===== config.mk =====
export PLATFORM = sky130hd
export DESIGN_NAME = mtg_top
export DESIGN_NICKNAME = d
export VERILOG_FILES = /design/src/rtl/mtg_pkg.sv /design/src/rtl/mtg_addr_seq.sv /design/src/rtl/mtg_lfsr_bank.sv /design/src/rtl/mtg_checker.sv /design/src/rtl/mtg_top.sv
export SDC_FILE = /design/constraint.sdc
export NUM_CORES = 1
export LEC_CHECK = 0
export BUFFER_PORTS_ARGS = -buffer_cell sky130_fd_sc_hd__buf_2
export CORE_UTILIZATION = 50
export DETAILED_ROUTE_END_ITERATION = 7
export PLACE_DENSITY = 0.73
export SYNTH_ARGS = -nofsm -noshare
export SYNTH_HDL_FRONTEND = slang
export SYNTH_HIERARCHICAL = 1
export SYNTH_SLANG_ARGS = --single-unit

===== constraint.sdc =====
create_clock -name clk -period 4.8 [get_ports clk]
set_input_delay 0.24 -clock clk [delete_from_list [all_inputs] [get_ports clk]]
set_output_delay 0.24 -clock clk [all_outputs]
set_load 0.05 [all_outputs]

===== src/rtl/mtg_pkg.sv =====
package mtg_pkg;

    typedef enum logic [1:0] {
        ST_WRITE = 2'd0,
        ST_READ  = 2'd1,
        ST_DRAIN = 2'd2,
        ST_DONE  = 2'd3
    } mtg_state_e;

    // Maximal-length 8-bit sequence, polynomial x^8+x^6+x^5+x^4+1
    function automatic logic [7:0] lfsr_next(input logic [7:0] s);
        return {s[6:0], s[7] ^ s[5] ^ s[4] ^ s[3]};
    endfunction

    // Distinct nonzero seed per lane (29 is coprime with 255)
    function automatic logic [7:0] lane_seed(input int lane);
        return 8'(((lane * 29) % 255) + 1);
    endfunction

endpackage


===== src/rtl/mtg_addr_seq.sv =====
module mtg_addr_seq #(
    parameter int NUM_BANKS = 4,
    parameter int BANK_W    = 2,
    parameter int ROW_W     = 12,
    parameter int ROW_FIRST = 0,
    parameter int ROW_LAST  = 3,
    parameter int COL_W     = 10,
    parameter int COL_FIRST = 0,
    parameter int COL_LAST  = 15
) (
    input  logic              clk,
    input  logic              rst,
    input  logic              step,
    output logic [BANK_W-1:0] bank,
    output logic [ROW_W-1:0]  row,
    output logic [COL_W-1:0]  col,
    output logic              last
);
    localparam logic [BANK_W-1:0] BANK_MAX = BANK_W'(NUM_BANKS - 1);
    localparam logic [ROW_W-1:0]  ROW_LO   = ROW_W'(ROW_FIRST);
    localparam logic [ROW_W-1:0]  ROW_HI   = ROW_W'(ROW_LAST);
    localparam logic [COL_W-1:0]  COL_LO   = COL_W'(COL_FIRST);
    localparam logic [COL_W-1:0]  COL_HI   = COL_W'(COL_LAST);

    wire col_wrap  = (col == COL_HI);
    wire row_wrap  = (row == ROW_HI);
    wire bank_wrap = (bank == BANK_MAX);

    assign last = col_wrap && row_wrap && bank_wrap;

    always_ff @(posedge clk) begin
        if (rst) begin
            bank <= '0;
            row  <= ROW_LO;
            col  <= COL_LO;
        end else if (step) begin
            if (col_wrap) begin
                col <= COL_LO;
                if (row_wrap) begin
                    row  <= ROW_LO;
                    bank <= bank_wrap ? '0 : bank + 1'b1;
                end else begin
                    row <= row + 1'b1;
                end
            end else begin
                col <= col + 1'b1;
            end
        end
    end

    a_r1_col_range: assert property (@(posedge clk) disable iff (rst) col <= COL_HI);
    a_r1_row_range: assert property (@(posedge clk) disable iff (rst) row <= ROW_HI);
    a_r1_bank_range: assert property (@(posedge clk) disable iff (rst) bank <= BANK_MAX);
    a_r8_idle_hold: assert property (@(posedge clk) disable iff (rst)
        !step |=> ($stable(col) && $stable(row) && $stable(bank)));

endmodule


===== src/rtl/mtg_lfsr_bank.sv =====
module mtg_lfsr_bank #(
    parameter int LANES = 4
) (
    input  logic               clk,
    input  logic               rst,
    input  logic               reload,
    input  logic               step,
    output logic [8*LANES-1:0] data
);
    import mtg_pkg::*;

    for (genvar g = 0; g < LANES; g++) begin : g_lane
        logic [7:0] st;
        always_ff @(posedge clk) begin
            if (rst || reload) st <= lane_seed(g);
            else if (step)     st <= lfsr_next(st);
        end
        assign data[8*g +: 8] = st;

        a_r6_nonzero: assert property (@(posedge clk) disable iff (rst) st != 8'h00);
    end

endmodule


===== src/rtl/mtg_checker.sv =====
module mtg_checker #(
    parameter int LANES = 4
) (
    input  logic               clk,
    input  logic               rst,
    input  logic               valid,
    input  logic [8*LANES-1:0] actual,
    input  logic [8*LANES-1:0] expected,
    output logic [LANES-1:0]   pass_q
);
    for (genvar g = 0; g < LANES; g++) begin : g_lane
        wire miss = valid && (actual[8*g +: 8] != expected[8*g +: 8]);
        always_ff @(posedge clk) begin
            if (rst)       pass_q[g] <= 1'b1;
            else if (miss) pass_q[g] <= 1'b0;
        end

        a_r4_clean_keeps: assert property (@(posedge clk) disable iff (rst)
            (pass_q[g] && !miss) |=> pass_q[g]);
        a_r9_no_valid_no_change: assert property (@(posedge clk) disable iff (rst)
            !valid |=> $stable(pass_q[g]));
    end

    a_r4_never_recovers: assert property (@(posedge clk) disable iff (rst)
        (pass_q & ~$past(pass_q)) == '0);

endmodule


===== src/rtl/mtg_top.sv =====
module mtg_top #(
    parameter int NUM_BANKS = 4,
    parameter int ROW_W     = 12,
    parameter int ROW_FIRST = 0,
    parameter int ROW_LAST  = 3,
    parameter int COL_W     = 10,
    parameter int COL_FIRST = 0,
    parameter int COL_LAST  = 15,
    parameter int DATA_W    = 32,
    localparam int BANK_W   = (NUM_BANKS > 1) ? $clog2(NUM_BANKS) : 1,
    localparam int LANES    = DATA_W / 8
) (
    input  logic              clk,
    input  logic              rst,
    output logic              cmd_req,
    output logic              cmd_write,
    output logic [BANK_W-1:0] cmd_bank,
    output logic [ROW_W-1:0]  cmd_row,
    output logic [COL_W-1:0]  cmd_col,
    output logic [DATA_W-1:0] cmd_wdata,
    input  logic              cmd_ready,
    input  logic              rd_valid,
    input  logic [DATA_W-1:0] rd_data,
    output logic              pass_all,
    output logic [LANES-1:0]  pass_lane,
    output logic              done_pulse
);
    import mtg_pkg::*;

    localparam int TOTAL = NUM_BANKS * (ROW_LAST - ROW_FIRST + 1) * (COL_LAST - COL_FIRST + 1);
    localparam int OUT_W = $clog2(TOTAL + 1);

    mtg_state_e       state;
    logic [OUT_W-1:0] outstanding;
    logic             addr_last;
    logic [DATA_W-1:0] exp_data;

    wire accept  = cmd_req && cmd_ready;
    wire rd_issue = accept && (state == ST_READ);

    assign cmd_req    = (state == ST_WRITE) || (state == ST_READ);
    assign cmd_write  = (state == ST_WRITE);
    assign done_pulse = (state == ST_DONE);

    mtg_addr_seq #(
        .NUM_BANKS(NUM_BANKS), .BANK_W(BANK_W),
        .ROW_W(ROW_W), .ROW_FIRST(ROW_FIRST), .ROW_LAST(ROW_LAST),
        .COL_W(COL_W), .COL_FIRST(COL_FIRST), .COL_LAST(COL_LAST)
    ) u_addr (
        .clk(clk), .rst(rst), .step(accept),
        .bank(cmd_bank), .row(cmd_row), .col(cmd_col), .last(addr_last)
    );

    mtg_lfsr_bank #(.LANES(LANES)) u_wr_gen (
        .clk(clk), .rst(rst), .reload(done_pulse),
        .step(accept && cmd_write), .data(cmd_wdata)
    );

    mtg_lfsr_bank #(.LANES(LANES)) u_exp_gen (
        .clk(clk), .rst(rst), .reload(done_pulse),
        .step(rd_valid), .data(exp_data)
    );

    mtg_checker #(.LANES(LANES)) u_chk (
        .clk(clk), .rst(rst), .valid(rd_valid),
        .actual(rd_data), .expected(exp_data), .pass_q(pass_lane)
    );

    assign pass_all = &pass_lane;

    always_ff @(posedge clk) begin
        if (rst) begin
            outstanding <= '0;
        end else begin
            case ({rd_issue, rd_valid})
                2'b10:   outstanding <= outstanding + 1'b1;
                2'b01:   outstanding <= outstanding - 1'b1;
                default: outstanding <= outstanding;
            endcase
        end
    end

    always_ff @(posedge clk) begin
        if (rst) begin
            state <= ST_WRITE;
        end else begin
            case (state)
                ST_WRITE: if (accept && addr_last) state <= ST_READ;
                ST_READ:  if (accept && addr_last) state <= ST_DRAIN;
                ST_DRAIN: if (outstanding == '0)   state <= ST_DONE;
                default:  state <= ST_WRITE;
            endcase
        end
    end

    // Assumes ordered return, at least one cycle after the read was accepted
    a_r5_valid_expected: assert property (@(posedge clk) disable iff (rst)
        rd_valid |-> (outstanding != '0));
    a_r5_pulse_single: assert property (@(posedge clk) disable iff (rst)
        done_pulse |=> !done_pulse);
    a_r5_all_returned: assert property (@(posedge clk) disable iff (rst)
        done_pulse |-> (outstanding == '0));
    a_r2_no_read_in_write: assert property (@(posedge clk) disable iff (rst)
        cmd_write |-> (outstanding == '0));
    a_r7_restart_write: assert property (@(posedge clk) disable iff (rst)
        done_pulse |=> (cmd_req && cmd_write));
    a_r8_hold: assert property (@(posedge clk) disable iff (rst)
        (cmd_req && !cmd_ready) |=> ($stable(cmd_bank) && $stable(cmd_row) &&
            $stable(cmd_col) && $stable(cmd_wdata) && $stable(cmd_write) && cmd_req));
    a_r3_sticky: assert property (@(posedge clk) disable iff (rst)
        !pass_all |=> !pass_all);

endmodule


# Yosys cells after proc, flatten, opt, wreduce, memory -nomap -nowiden
# Cells that the tools add are included.
[classes]
add_sub_neg = 5
eq_ne = 15
n_mux = 8
n_bitwise = 24
n_reduce_logical = 19
[op_table]
columns = ["op", "count"]
rows = [
  ["!= test 8 bit", 4],
  ["bitwise XOR 1 bit", 24],
  ["case mux 9 bit (2 select lines)", 1],
  ["adder 12 x 1 -> 12 bit (second input constant)", 1],
  ["== test 12 x 2 -> 1 bit (second input constant)", 1],
  ["two-way mux 12 bit", 1],
  ["adder 10 x 1 -> 10 bit (second input constant)", 1],
  ["== test 10 x 4 -> 1 bit (second input constant)", 1],
  ["logical AND 1 bit", 10],
  ["two-way mux 10 bit", 1],
  ["adder 9 x 1 -> 9 bit (second input constant)", 1],
  ["zero test 9 bit", 1],
  ["subtractor 9 x 1 -> 9 bit (second input constant)", 1],
  ["== test 2 bit (second input constant)", 4],
  ["two-way mux 2 bit", 4],
  ["case mux 2 bit (3 select lines)", 1],
  ["AND reduction 3 bit", 2],
  ["== test 2 x 1 -> 1 bit (second input constant)", 2],
  ["!= test 2 x 1 -> 1 bit (second input constant)", 2],
  ["AND reduction 4 bit", 1],
  ["adder 2 x 1 -> 2 bit (second input constant)", 1],
  ["zero test 2 bit", 1],
  ["logical OR 1 bit", 2],
  ["!= test 2 bit (second input constant)", 1],
  ["2 further kinds", 2],
]
[word_totals]
ff_bits = 103
out_inout_bits = 64

# Depth between registers and ports, before layout
[depth]
word_depth = 6
mapped_depth = 13
depth_no_buf = 11

# Modules after synthesis
# The synthesis kept the hierarchy.
[modules_own_cells]
columns = ["module", "instances", "cells_per_inst", "area_each_um2", "seq_area_each_um2"]
rows = [
  ["mtg_lfsr_bank", 2, 117, 1260.0, 640.6],
  ["mtg_addr_seq", 1, 143, 1224.9, 480.5],
  ["mtg_top", 1, 121, 987.2, 220.2],
  ["mtg_checker", 1, 57, 516.7, 80.1],
]

# Least setup slack after synthesis
# No wires, ideal clock.
[synth_timing]
path_kind = "register to register"
start = "reg state[1]"
end = "reg outstanding[4]"
setup_ns = 0.121
t_arrival_ns = 2.674
required_time_ns = 4.679
setup_slack_ns = 2.005
stages_incl_launch_ff = 14
n_path_buf = 2
synth_period_minus_slack_ns = 2.795
path_cell_list = "dfxtp_1 -> inv_1 -> ha_1 -> nand2_1 -> ha_1 -> buf_6 -> buf_2 -> xor2_1 -> ha_1 -> and3b_1 -> o21ai_0 -> or2_2 -> a21oi_1 -> mux2_2"
[synth_via]
elab_chain_len = 6
[synth_lines]
columns = ["element", "line_no", "text"]
rows = [
  ["start, declared", "mtg_top.sv:33", "mtg_state_e state;"],
  ["start signal, assigned", "mtg_top.sv:85", "state <= ST_WRITE;"],
  ["start signal, assigned", "mtg_top.sv:88", "ST_WRITE: if (accept && addr_last) state <= ST_READ;"],
  ["start signal, assigned", "mtg_top.sv:89", "ST_READ: if (accept && addr_last) state <= ST_DRAIN;"],
  ["== test 2 x 1 -> 1 bit or zero test 2 bit (tied branches)", "mtg_top.sv:39, mtg_top.sv:41", ""],
  ["logical OR 1 bit", "mtg_top.sv:41", "assign cmd_req = (state == ST_WRITE) || (state == ST_READ);"],
  ["logical AND 1 bit", "mtg_top.sv:38", "wire accept = cmd_req && cmd_ready;"],
  ["logical AND 1 bit (*)", "mtg_top.sv:39", "wire rd_issue = accept && (state == ST_READ);"],
  ["== test 2 x 1 -> 1 bit or == test 2 bit (tied branches)", "mtg_top.sv:75", "case ({rd_issue, rd_valid})"],
  ["case mux 9 bit (2 select lines) or nonzero test 2 bit (tied branches)", "-", ""],
  ["end signal, assigned", "mtg_top.sv:76", "2'b10: outstanding <= outstanding + 1'b1;"],
  ["end signal, assigned", "mtg_top.sv:77", "2'b01: outstanding <= outstanding - 1'b1;"],
  ["end signal, assigned", "mtg_top.sv:78", "default: outstanding <= outstanding;"],
  ["end, declared", "mtg_top.sv:34", "logic [OUT_W-1:0] outstanding;"],
]
# Mark *: on every way between the ends. The rest lies on a longest branch, timed or not.
# A chain may end at the register's enable or synchronous reset.

# Worst setup path after layout
# Ends and elaborated chain as after synthesis.

==> metrics.md <==
| Metric | Value |
|---|---|
| Final nets | 681 |
| Crit Path Class | flop to flop |
| Area leader, netlist | dfxtp_1 |
| Final Skew | 0.01438 ns |
| Critical Path, Cell by Cell | inv_1, ha_1, nand2_1, ha_1, xor2_1, ha_1, and3b_1, o21ai_0, nand3_1, a21oi_1, mux2_2 |
| Pwr Density | 369.1 nW/µm² |
| Max VDD drop | 216.0 µV |
| Yosys warnings | 6 |
| Post-cts resize count | 0 |
| Clock Latency Late Sink | around 0.36 ns |
| Max clock buf depth | 2 |
| Antenna violations before repair | 0 |
| First-pass GRT wire length | 18,090 µm |
| Data required, critical path | 5.05 ns |
| Filler Cell Count | a little over 900 |
| Post-layout util | between 50% and 60% |
| R2R cell count | 11 |
| Root buf cell | clkbuf_8 |
| Setup TNS | 0 ns |
| Final min period | ~3.2 ns |
| Post-DP HPWL | around 7600 µm |
| Vias in the first global route | ~3,900 |
| DR vias | 4,220 |
| Drt first pass iters | 5 |
| Crit path buf inv count | 1 |
| Hold WS | 0.3804 ns |
| FF/Latch Area | 2062 µm² |
| Worst Tran Pin Value | 0.9755 ns |
| IO Count | 100 |
| Most frequent cells in the layout | dfxtp_1, buf_2, nor2_1 |
| Top achievable clock speed | 0.3084 GHz |
| Antenna Cells | 0 |
| Area contributors post-synth | dfxtp_1, mux2i_1, xor2_1, nor2_1, xnor2_1 |
| CTS clock-pin slew for the worst setup and hold paths | 0.10 ns |
| Initial Util | 51.30% |
| CP arrival | 3.49 ns |
| H-Tree Depth | 3 |
| Mapped cell area | around 5200 µm² |
| Core Area | 10,230 µm² |
| Max_cap viols | 0 |
| Drt drc | 0 |
| Initial DRC Count | 218 |
| Post-DRT Antenna Nets | 0 |
| CTS Buf Count | 9 |
| Mean number of vias per cell | 5.445 |
| Largest net degree at the start of global routing | 51 |
| Crit path depth | 11 |
| Leak | 0.002572 µW |
| Tot GR Track Use | 19.92% |
| Share of cells above drive strength 1 | 21.28% |
| Average size of a mapped cell | 9.457 µm² |
| Std-Cell Rows | 37 |
| Yosys reg bits | 103 |
| CP max stage delay | 0.67 ns |
| Post-synth EDFFs | 0 |
| Critical path's top delay family | adder cells |
| Final Wtd Congestion | 0.8372 |
| Setup crit end kind | flop |
| Total Wirelength | around 11,000 µm |
| I/O Buffers | 99 |
| Syn nets | 602 |
| Hold WC Path Type | input port to flop |
| Final hold vios | 0 |
| Worst slew margin | 34.97% |
| RSZ-0062 raised after global routing | false |
| Die footprint | 10,910 µm² |
| Max Fanout on Critical Path | 24 |
| Seq/Total Area, Yosys | 39.28% |
| Status | complete, no violations |
| Pre-CTS worst setup slack | 1.477 ns |
| CP Launch Type | flop |
| Library cells used by synthesis | 60 |
| Most common cell on crit path | ha_1 |
| CTS tree | built |
| Slowest stage cell on the critical path | ha_1 |
| Clk sinks | 103 |
| Cells after Synth | 555 |
| Prevailing post-synth register cell | dfxtp_1 |
| Final Cycle Share | 67.56% |
| Multi-input gate area | 2929 µm² |
| Final setup viols | 0 |
| Chip width | 104.5 µm |
| Overflow after GRT | 0 |
| Post-CTS setup buffers | 0 |
| Commonest non-fill, non-tap cell in the layout | dfxtp_1 |
| Fraction of registers with async set or reset after synthesis | 0% |
| Final worst slack | 1.557 ns |
| Synth top area share | 39.28% |
| Worst hold path depth | 5 |
| Layout area overhead | 12.21% |
| WL/cell | 13.78 µm |
| Max-slew violations | 0 |
| CTS Hold Bufs | 0 |
| Die height | 104.5 µm |
## flip-flops by register name, summed over array words and instances, names as in the netlist
signal	flops
u_wr_gen/g_lane.st	32
state	2
u_exp_gen/g_lane.st	32
u_addr/col	10
u_addr/bank	2
outstanding	9
u_chk/pass_q	4
u_addr/row	12
## synth_stat cells (all sizes together) (5+ instances only)
cell and count:
a31oi 6, buf 23, nand4 10, clkbuf 9, nor2b 5, and4 5, nor4 11, nand2b 5
ha 11, nand3 12, dfxtp 103, mux2i 59, o21ai 13, xor2 46, or3 5, xnor2 25
and3 6, nor3 12, nor2 70, or4 7, inv 6, a21oi 25, nand2 38
## report_power, final
group          internal, µW  switching, µW  total (µW)  leakage [µW]
Combinational           220            368         589       0.00163
Sequential              933           98.7        1030      0.000844
Clock                   247            307         554     0.0000977
## through the flow
stage               instance area (µm²)  power (µW)  instances
floorplan                          5249        1528        555
global placement                   5687        1619        759
detailed placement                 5687        1639        759
CTS                                5889        2192        775
global route                       5889        2296        775
finish                             5889        2174        775
## path summary, 6_finish.rpt
check	from	slack, ns	endpoint
max	state[1]	1.56	outstanding[4]
min	rd_data[24]	0.38	u_chk/pass_q[3]
max reg2reg	state[1]	1.56	outstanding[4]
min reg2reg	u_chk/pass_q[0]	0.49	u_chk/pass_q[0]
## per-layer routing
layer	wire (µm)	vias up	GRT usage, %
met1	5034	1990	26.38
met4	146	0	5.714
met2	4980	116	32.92
li1	-	2099	-
met3	515	15	3.759
met5	0	-	0
## layout make-up
type                    instances  share of cell area, %
multi-input cells             414                  49.73
flip-flops and latches        103                  35.01
repair buffers                100                  8.540
well taps                     136                  2.889
clock buffers                   9                  2.103
clock inverters                 7                  1.338
inverters                       6                 0.3824
## cells by family after synthesis
kind of cell,count (synthesis),share of synthesized area [%]
buffers and inverters,38,4.934
adder cells (fa/ha/maj),11,2.622
XOR/XNOR,71,11.85
multiplexers,62,11.90
AO/OA/AOI/OAI,66,8.439
AND/OR/NAND/NOR,204,20.98
flip-flops,103,39.28
## worst register-to-register path: cells and delay by family, from the launching register on
family / cells / cell delay [ns]
simple gates: 3 / 0.40
xor+xnor: 1 / 0.15
mux: 1 / 0.35
compound gates: 2 / 0.60
buf+inv: 1 / 0.09
flops: 1 / 0.42
fa+ha+maj: 3 / 1.13
Note: power is estimated with default switching activity, not from simulation.
